### src/rtl/mbw_pkg.sv
package mbw_pkg;

    typedef enum logic [2:0] {
        ST_IDLE,
        ST_RECV,
        ST_READ,
        ST_WRITE,
        ST_REPLY
    } mbw_state_t;

    localparam logic [7:0] CMD_MASKWR   = 8'h05;
    localparam logic [7:0] REPLY_BIT    = 8'h40;
    localparam logic [7:0] STS_OK       = 8'h00;
    localparam logic [7:0] STS_BAD_CMD  = 8'h10;
    localparam logic [7:0] STS_BAD_LEN  = 8'h20;
    localparam logic [7:0] STS_BAD_ADDR = 8'h50;

    localparam int HDR_BYTES   = 6;
    localparam int REC_BYTES   = 4;
    localparam int REPLY_BYTES = 6;

    // Clear mask is applied last, so it dominates the set mask.
    function automatic logic [7:0] merge_masks(input logic [7:0] old_b,
                                               input logic [7:0] set_m,
                                               input logic [7:0] clr_m);
        return (old_b | set_m) & ~clr_m;
    endfunction

endpackage

### src/rtl/mbw_rec_store.sv
module mbw_rec_store #(
    parameter int MAX_REC = 60,
    parameter int REC_AW  = $clog2(MAX_REC)
) (
    input  logic              clk,
    input  logic              wr_en,
    input  logic [REC_AW-1:0] wr_rec,
    input  logic [1:0]        wr_lane,
    input  logic [7:0]        wr_byte,
    input  logic [REC_AW-1:0] rd_sel,
    output logic [15:0]       rd_addr,
    output logic [7:0]        rd_set,
    output logic [7:0]        rd_clr
);

    logic [31:0] rec_flat [MAX_REC];

    for (genvar g = 0; g < MAX_REC; g++) begin : g_slot
        logic [31:0] slot_q;
        always_ff @(posedge clk) begin
            if (wr_en && (wr_rec == REC_AW'(g))) begin
                slot_q[{wr_lane, 3'b000} +: 8] <= wr_byte;
            end
        end
        assign rec_flat[g] = slot_q;
    end

    assign rd_addr = rec_flat[rd_sel][15:0];
    assign rd_set  = rec_flat[rd_sel][23:16];
    assign rd_clr  = rec_flat[rd_sel][31:24];

endmodule

### src/rtl/mbw_reply_mux.sv
module mbw_reply_mux
    import mbw_pkg::*;
(
    input  logic [7:0]  req_dst,
    input  logic [7:0]  req_src,
    input  logic [7:0]  req_cmd,
    input  logic [7:0]  status,
    input  logic [15:0] tns,
    input  logic [2:0]  idx,
    output logic [7:0]  byte_o
);

    always_comb begin
        unique case (idx)
            3'd0:    byte_o = req_src;
            3'd1:    byte_o = req_dst;
            3'd2:    byte_o = req_cmd | REPLY_BIT;
            3'd3:    byte_o = status;
            3'd4:    byte_o = tns[7:0];
            default: byte_o = tns[15:8];
        endcase
    end

endmodule

### src/rtl/mbw_engine.sv
module mbw_engine
    import mbw_pkg::*;
#(
    parameter int MEM_DEPTH = 200,
    parameter int MAX_REC   = 60,
    parameter int MEM_AW    = $clog2(MEM_DEPTH)
) (
    input  logic              clk,
    input  logic              rst_n,
    input  logic              in_valid,
    output logic              in_ready,
    input  logic [7:0]        in_data,
    input  logic              in_sop,
    input  logic              in_eop,
    output logic              out_valid,
    input  logic              out_ready,
    output logic [7:0]        out_data,
    output logic              out_sop,
    output logic              out_eop,
    output logic              mem_rd_en,
    output logic              mem_we,
    output logic [MEM_AW-1:0] mem_addr,
    output logic [7:0]        mem_wdata,
    input  logic [7:0]        mem_rdata
);

    localparam int MAX_DATA = MAX_REC * REC_BYTES;
    localparam int REC_AW   = $clog2(MAX_REC);
    localparam int CNT_W    = $clog2(HDR_BYTES + MAX_DATA + 1) + 1;
    localparam int TOT_W    = CNT_W + 1;
    localparam logic [CNT_W-1:0] CNT_MAX = '1;

    mbw_state_t state_q, state_d;

    logic [CNT_W-1:0]  byte_cnt_q;
    logic [7:0]        dst_q, src_q, cmd_q, sts_q;
    logic [15:0]       tns_q;
    logic [REC_AW:0]   nrec_q;
    logic [REC_AW-1:0] rec_idx_q;
    logic [2:0]        rep_idx_q;

    logic              take;
    logic [CNT_W-1:0]  pos;
    logic [TOT_W-1:0]  total, data_len, data_off;
    logic              len_ok, store_rec, addr_ok, last_rec, rep_done;
    logic [7:0]        eop_sts;
    logic [15:0]       rec_addr;
    logic [7:0]        rec_set, rec_clr;

    // ---------------- byte intake ----------------
    always_comb begin
        take      = in_valid && (state_q == ST_RECV || (state_q == ST_IDLE && in_sop));
        pos       = in_sop ? '0 : byte_cnt_q;
        total     = TOT_W'(pos) + TOT_W'(1);
        data_len  = total - TOT_W'(HDR_BYTES);
        data_off  = TOT_W'(pos) - TOT_W'(HDR_BYTES);
        store_rec = take && (TOT_W'(pos) >= TOT_W'(HDR_BYTES))
                         && (data_off < TOT_W'(MAX_DATA));
        len_ok    = (total >= TOT_W'(HDR_BYTES)) && (data_len[1:0] == 2'b00)
                 && (data_len <= TOT_W'(MAX_DATA));
        if (!len_ok)                  eop_sts = STS_BAD_LEN;
        else if (cmd_q != CMD_MASKWR) eop_sts = STS_BAD_CMD;
        else                          eop_sts = STS_OK;
        addr_ok   = 32'(rec_addr) < MEM_DEPTH;
        last_rec  = ({1'b0, rec_idx_q} + 1'b1) == nrec_q;
        rep_done  = out_ready && (rep_idx_q == 3'(REPLY_BYTES - 1));
    end

    mbw_rec_store #(.MAX_REC(MAX_REC), .REC_AW(REC_AW)) u_store (
        .clk     (clk),
        .wr_en   (store_rec),
        .wr_rec  (data_off[REC_AW+1:2]),
        .wr_lane (data_off[1:0]),
        .wr_byte (in_data),
        .rd_sel  (rec_idx_q),
        .rd_addr (rec_addr),
        .rd_set  (rec_set),
        .rd_clr  (rec_clr)
    );

    // ---------------- next state ----------------
    always_comb begin
        state_d = state_q;
        unique case (state_q)
            ST_IDLE, ST_RECV: begin
                if (take) begin
                    if (!in_eop)                                   state_d = ST_RECV;
                    else if (eop_sts != STS_OK || data_len == '0) state_d = ST_REPLY;
                    else                                           state_d = ST_READ;
                end
            end
            ST_READ:  state_d = addr_ok ? ST_WRITE : ST_REPLY;
            ST_WRITE: state_d = last_rec ? ST_REPLY : ST_READ;
            ST_REPLY: if (rep_done) state_d = ST_IDLE;
            default:  state_d = ST_IDLE;
        endcase
    end

    // ---------------- state register ----------------
    always_ff @(posedge clk or negedge rst_n) begin
        if (!rst_n) state_q <= ST_IDLE;
        else        state_q <= state_d;
    end

    // ---------------- datapath registers ----------------
    always_ff @(posedge clk or negedge rst_n) begin
        if (!rst_n) begin
            byte_cnt_q <= '0;
            dst_q      <= '0;
            src_q      <= '0;
            cmd_q      <= '0;
            sts_q      <= STS_OK;
            tns_q      <= '0;
            nrec_q     <= '0;
            rec_idx_q  <= '0;
            rep_idx_q  <= '0;
        end else begin
            if (take) begin
                byte_cnt_q <= (pos == CNT_MAX) ? CNT_MAX : pos + 1'b1;
                unique case (pos)
                    CNT_W'(0): dst_q        <= in_data;
                    CNT_W'(1): src_q        <= in_data;
                    CNT_W'(2): cmd_q        <= in_data;
                    CNT_W'(4): tns_q[7:0]   <= in_data;
                    CNT_W'(5): tns_q[15:8]  <= in_data;
                    default: ;
                endcase
                if (in_eop) begin
                    sts_q     <= eop_sts;
                    nrec_q    <= data_len[REC_AW+2:2];
                    rec_idx_q <= '0;
                    rep_idx_q <= '0;
                end
            end
            if (state_q == ST_READ && !addr_ok)  sts_q     <= STS_BAD_ADDR;
            if (state_q == ST_WRITE && !last_rec) rec_idx_q <= rec_idx_q + 1'b1;
            if (state_q == ST_REPLY && out_ready) rep_idx_q <= rep_idx_q + 1'b1;
        end
    end

    // ---------------- outputs ----------------
    mbw_reply_mux u_reply (
        .req_dst (dst_q),
        .req_src (src_q),
        .req_cmd (cmd_q),
        .status  (sts_q),
        .tns     (tns_q),
        .idx     (rep_idx_q),
        .byte_o  (out_data)
    );

    always_comb begin
        in_ready  = (state_q == ST_IDLE) || (state_q == ST_RECV);
        out_valid = (state_q == ST_REPLY);
        out_sop   = out_valid && (rep_idx_q == 3'd0);
        out_eop   = out_valid && (rep_idx_q == 3'(REPLY_BYTES - 1));
        mem_rd_en = (state_q == ST_READ) && addr_ok;
        mem_we    = (state_q == ST_WRITE);
        mem_addr  = rec_addr[MEM_AW-1:0];
        mem_wdata = merge_masks(mem_rdata, rec_set, rec_clr);
    end

endmodule

### config.mk
export PLATFORM = sky130hd
export DESIGN_NAME = mbw_engine
export DESIGN_NICKNAME = d
export VERILOG_FILES = /design/src/rtl/mbw_pkg.sv /design/src/rtl/mbw_rec_store.sv /design/src/rtl/mbw_reply_mux.sv /design/src/rtl/mbw_engine.sv
export SDC_FILE = /design/constraint.sdc
export NUM_CORES = 2
export LEC_CHECK = 0
export ABC_AREA = 1
export BUFFER_PORTS_ARGS = -buffer_cell sky130_fd_sc_hd__buf_2
export CAP_MARGIN = 25
export CORE_UTILIZATION = 32
export DETAILED_ROUTE_END_ITERATION = 10
export PLACE_DENSITY = 0.54
export SLEW_MARGIN = 20
export SYNTH_ARGS = -nofsm -noshare
export SYNTH_HDL_FRONTEND = slang
export SYNTH_SLANG_ARGS = --single-unit
export TNS_END_PERCENT = 5
### constraint.sdc
create_clock -name clk -period 5.01 [get_ports clk]
set_input_delay 0.2505 -clock clk [delete_from_list [all_inputs] [get_ports clk]]
set_output_delay 0.2505 -clock clk [all_outputs]
set_load 0.03 [all_outputs]
==> results.toml <==
[status]
status = "completed"

[floorplan]
dieArea_sq_um = 244000
die_h_microns = 494
die-width_microns = 494
rows = 180
ioPinCount = 52
core_sq_um = 240000
start_util = 0.322

[logic_synthesis]
synthArstFlopShare = 0.0357
seq_area_frac_synth = 0.769
synth_area_leader_cell = "edfxtp_1"
syn-instance-count = 5639
synth.top_cells.by_count = "edfxtp_1 (1920), nand2_1 (913), nor2_1 (737)"
yosys-top-cells-area = "edfxtp_1 (75%), nand2_1 (4.4%), a22oi_1 (3.7%), nor2_1 (3.6%), dfrtp_1 (2.3%)"
synth-seq-cells = 1991
yosysUniqueCellTypes = 57
syn-num-nets = 5676
synth_warnings = 0
ys.flop_type = "edfxtp_1"
avgSynthCellArea_sq_um = 13.7
synth-edff-count = 1920
synth.most_common_cell = "edfxtp_1"
netlist.area_leader.share = 0.746
syn_area_sq_um = 77300

[drt]
wire_per_inst_microns = 25.3
first_pass_iters = 6
drtAntennaViolNets = 0
drt_iter0_markers = 5651
routed_wl_microns = 232000
drc_errors = 0
vias = 47631
routed_via_density = 5.18

[clock_network]
cts_max_level = 4
cts.path.max_buffers = 3
ctsResizeCount = 0
worstSkewPairLatency_ns = 0.86
clock-sinks = 1991
cts_hold_buf = 13
post_cts_buffers = 0
root_buffer = "clkbuf_16"
cts_buffers = 202
cts_tree = "yes"
clk_pin_slew_worst_paths_ns = 0.07

[timing]
period_share = 0.977
fmax_mhz = 204
tns_ns = 0
report.final.slew_viol_count = 0
finalHoldViolCount = 0
clock_skew_ns = 0.0593
finalSetupViolations = 0
period_minus_slack_ns = 4.89
relSlewSlack = 0.284
worst_pin_slew_ns = 1.07
rsz0062_at_grt = "false"

[critical_path]
r2r_start = "byte_cnt_q[1]"
critPathMaxStageDelay_ns = 0.86
crit_fanout = 56
slowest_stage = "dfrtp_4"
critPathRequiredTime_ns = 4.76
reg2reg_to = "u_store.g_slot[30].slot_q[9]"
worstSetupPathType = "reg -> out"
cp.arrival_ns = 4.64
rr_worst_depth = 15
cp_common_cell = "nand2_1"
reg2reg_slack_ns = 0.51
crit_path_cell_trace = "nand2_1 > inv_8 > buf_4 > a22oi_1 > a21oi_1 > nor3_1 > a21oi_1 > nor2_1 > nand2_1 > nand2_1 > buf_2"
cp-start-kind = "register"
worstSetupEndpointType = "output pin"

[global_routing]
track_usage = 0.188
gr-total-overflow = 0
grt_start_max_net_pins = 152
grt_pass1_vias = 46315
grt_pass1_wl_microns = 332000
antenna_found_initial = 12

[final_layout]
final_nets = 5875
fill_cells = 22706
fin_area_sq_um = 89500
drive_gt1_frac = 0.117
syn_to_final_growth_pct = 15.7

[hold_path]
min_path_type = "in -> reg"
holdPathStages = 5
min_from = "in_sop"
hold_path_end = "byte_cnt_q[2]"

[placed_design]
port_buffers = 51
placed_cell_area_sq_um = 82700
place.gp.congestion = 0.869
dp_hpwl_microns = 143000

[power_and_ir_drop]
p_total_uw = 39300
p_leak_uw = 0.0304
powerDensity_nw_per_um2 = 439
ir_drop_uv = 309

[job]
maxCapViolCount = 0
## layout make-up
class                           instances  area, sq um  area share
Inverter                              235          902      0.0101
Clock buffer                          245         5310      0.0594
Timing Repair Buffer                  294         2590      0.0289
Tap cell                             3185         3990      0.0445
Clock inverter                        125         1290      0.0144
Antenna cell                            4         10.0    0.000112
Multi-Input combinational cell       3114        15900       0.178
Sequential cell                      1991        59400       0.664
## logic make-up after synthesis
logic type | Yosys count | share of synthesized area
xor gates and xnor gates | 10 | 0.00152
DFF | 1991 | 0.769
and+or+nand+nor | 2001 | 0.107
buffers and inverters | 534 | 0.0283
AOI/OAI and AO/OA | 1088 | 0.0918
adders and majority gates | 15 | 0.00243
## per-layer routing
metal / vias up / GRT usage / routed length, microns
met5: - / 0 / 34
met4: 6 / 0.0737 / 8880
met3: 359 / 0.0372 / 18400
met2: 2014 / 0.287 / 105000
met1: 24041 / 0.261 / 100000
li1: 21211 / - / -
## registers in the layout, summed over array words and instances (netlist names), 6 cells and up
register,cells
byte_cnt_q,9
nrec_q,7
u_store.g_slot.slot_q,1920
cmd_q,8
dst_q,8
src_q,8
tns_q,16
rec_idx_q,6
## metrics by stage
stage	cells	util	hold WS, ns	setup WS, ns
6_report	9193	0.372	0.0797	0.117
5_1_grt	9190	0.372	0.121	0.0255
4_1_cts	9187	0.372	0.0191	0.0888
3_5_place_dp	8804	0.344	0.469	0.584
3_3_place_gp	8804	0.344	0.463	0.524
2_1_floorplan	5639	-	-0.0451	0.490
## critical path: cells and delay by family, from the launching register on
| family | cells | cell delay [ns] |
|---|---|---|
| compound gates | 3 | 1.09 |
| flops | 1 | 0.86 |
| buf+inv | 3 | 1.03 |
| simple gates | 5 | 0.77 |
## placed cells by master, fill, tap and decap left out, types with 14 or more instances in the layout
master	count
nor3_1	50
clkinv_2	41
nand3_1	161
o22ai_1	49
buf_4	193
nand4_1	27
buf_2	50
nor2_1	716
nor3_2	28
nor2_4	29
dlygate4sd3_1	14
inv_1	202
dfrtp_1	68
clkinv_1	43
o211ai_1	16
nor4_1	25
ha_1	15
a221oi_1	72
buf_12	36
a31oi_1	28
o21ai_0	274
edfxtp_1	1920
clkbuf_16	206
a21oi_1	180
a22o_1	32
nand2_1	912
a22oi_1	385
clkbuf_1	38
inv_2	25
bufinv_16	22
## where the power goes
part | switching [uW] | internal, uW | total (uW) | leakage [uW]
sequential | 163 | 19100 | 19200 | 0.0186
combinational | 3840 | 1070 | 4910 | 0.00860
clock | 6440 | 8680 | 15100 | 0.00323
total | 10400 | 28800 | 39300 | 0.0304
## how the worst max path moves through the flow
| stage | from | to | slack [ns] |
|---|---|---|---|
| after floorplan | in_sop | u_store.g_slot[0].slot_q[0] | 0.49 |
| after global placement | in_sop | u_store.g_slot[30].slot_q[8] | 0.52 |
| after detailed placement | in_sop | u_store.g_slot[30].slot_q[9] | 0.58 |
| after CTS | rec_idx_q[1] | mem_wdata[7] | 0.09 |
| after global routing | rec_idx_q[1] | mem_wdata[7] | 0.03 |
| final | rec_idx_q[1] | mem_wdata[7] | 0.12 |
Note: power is estimated with default switching activity, not from simulation.
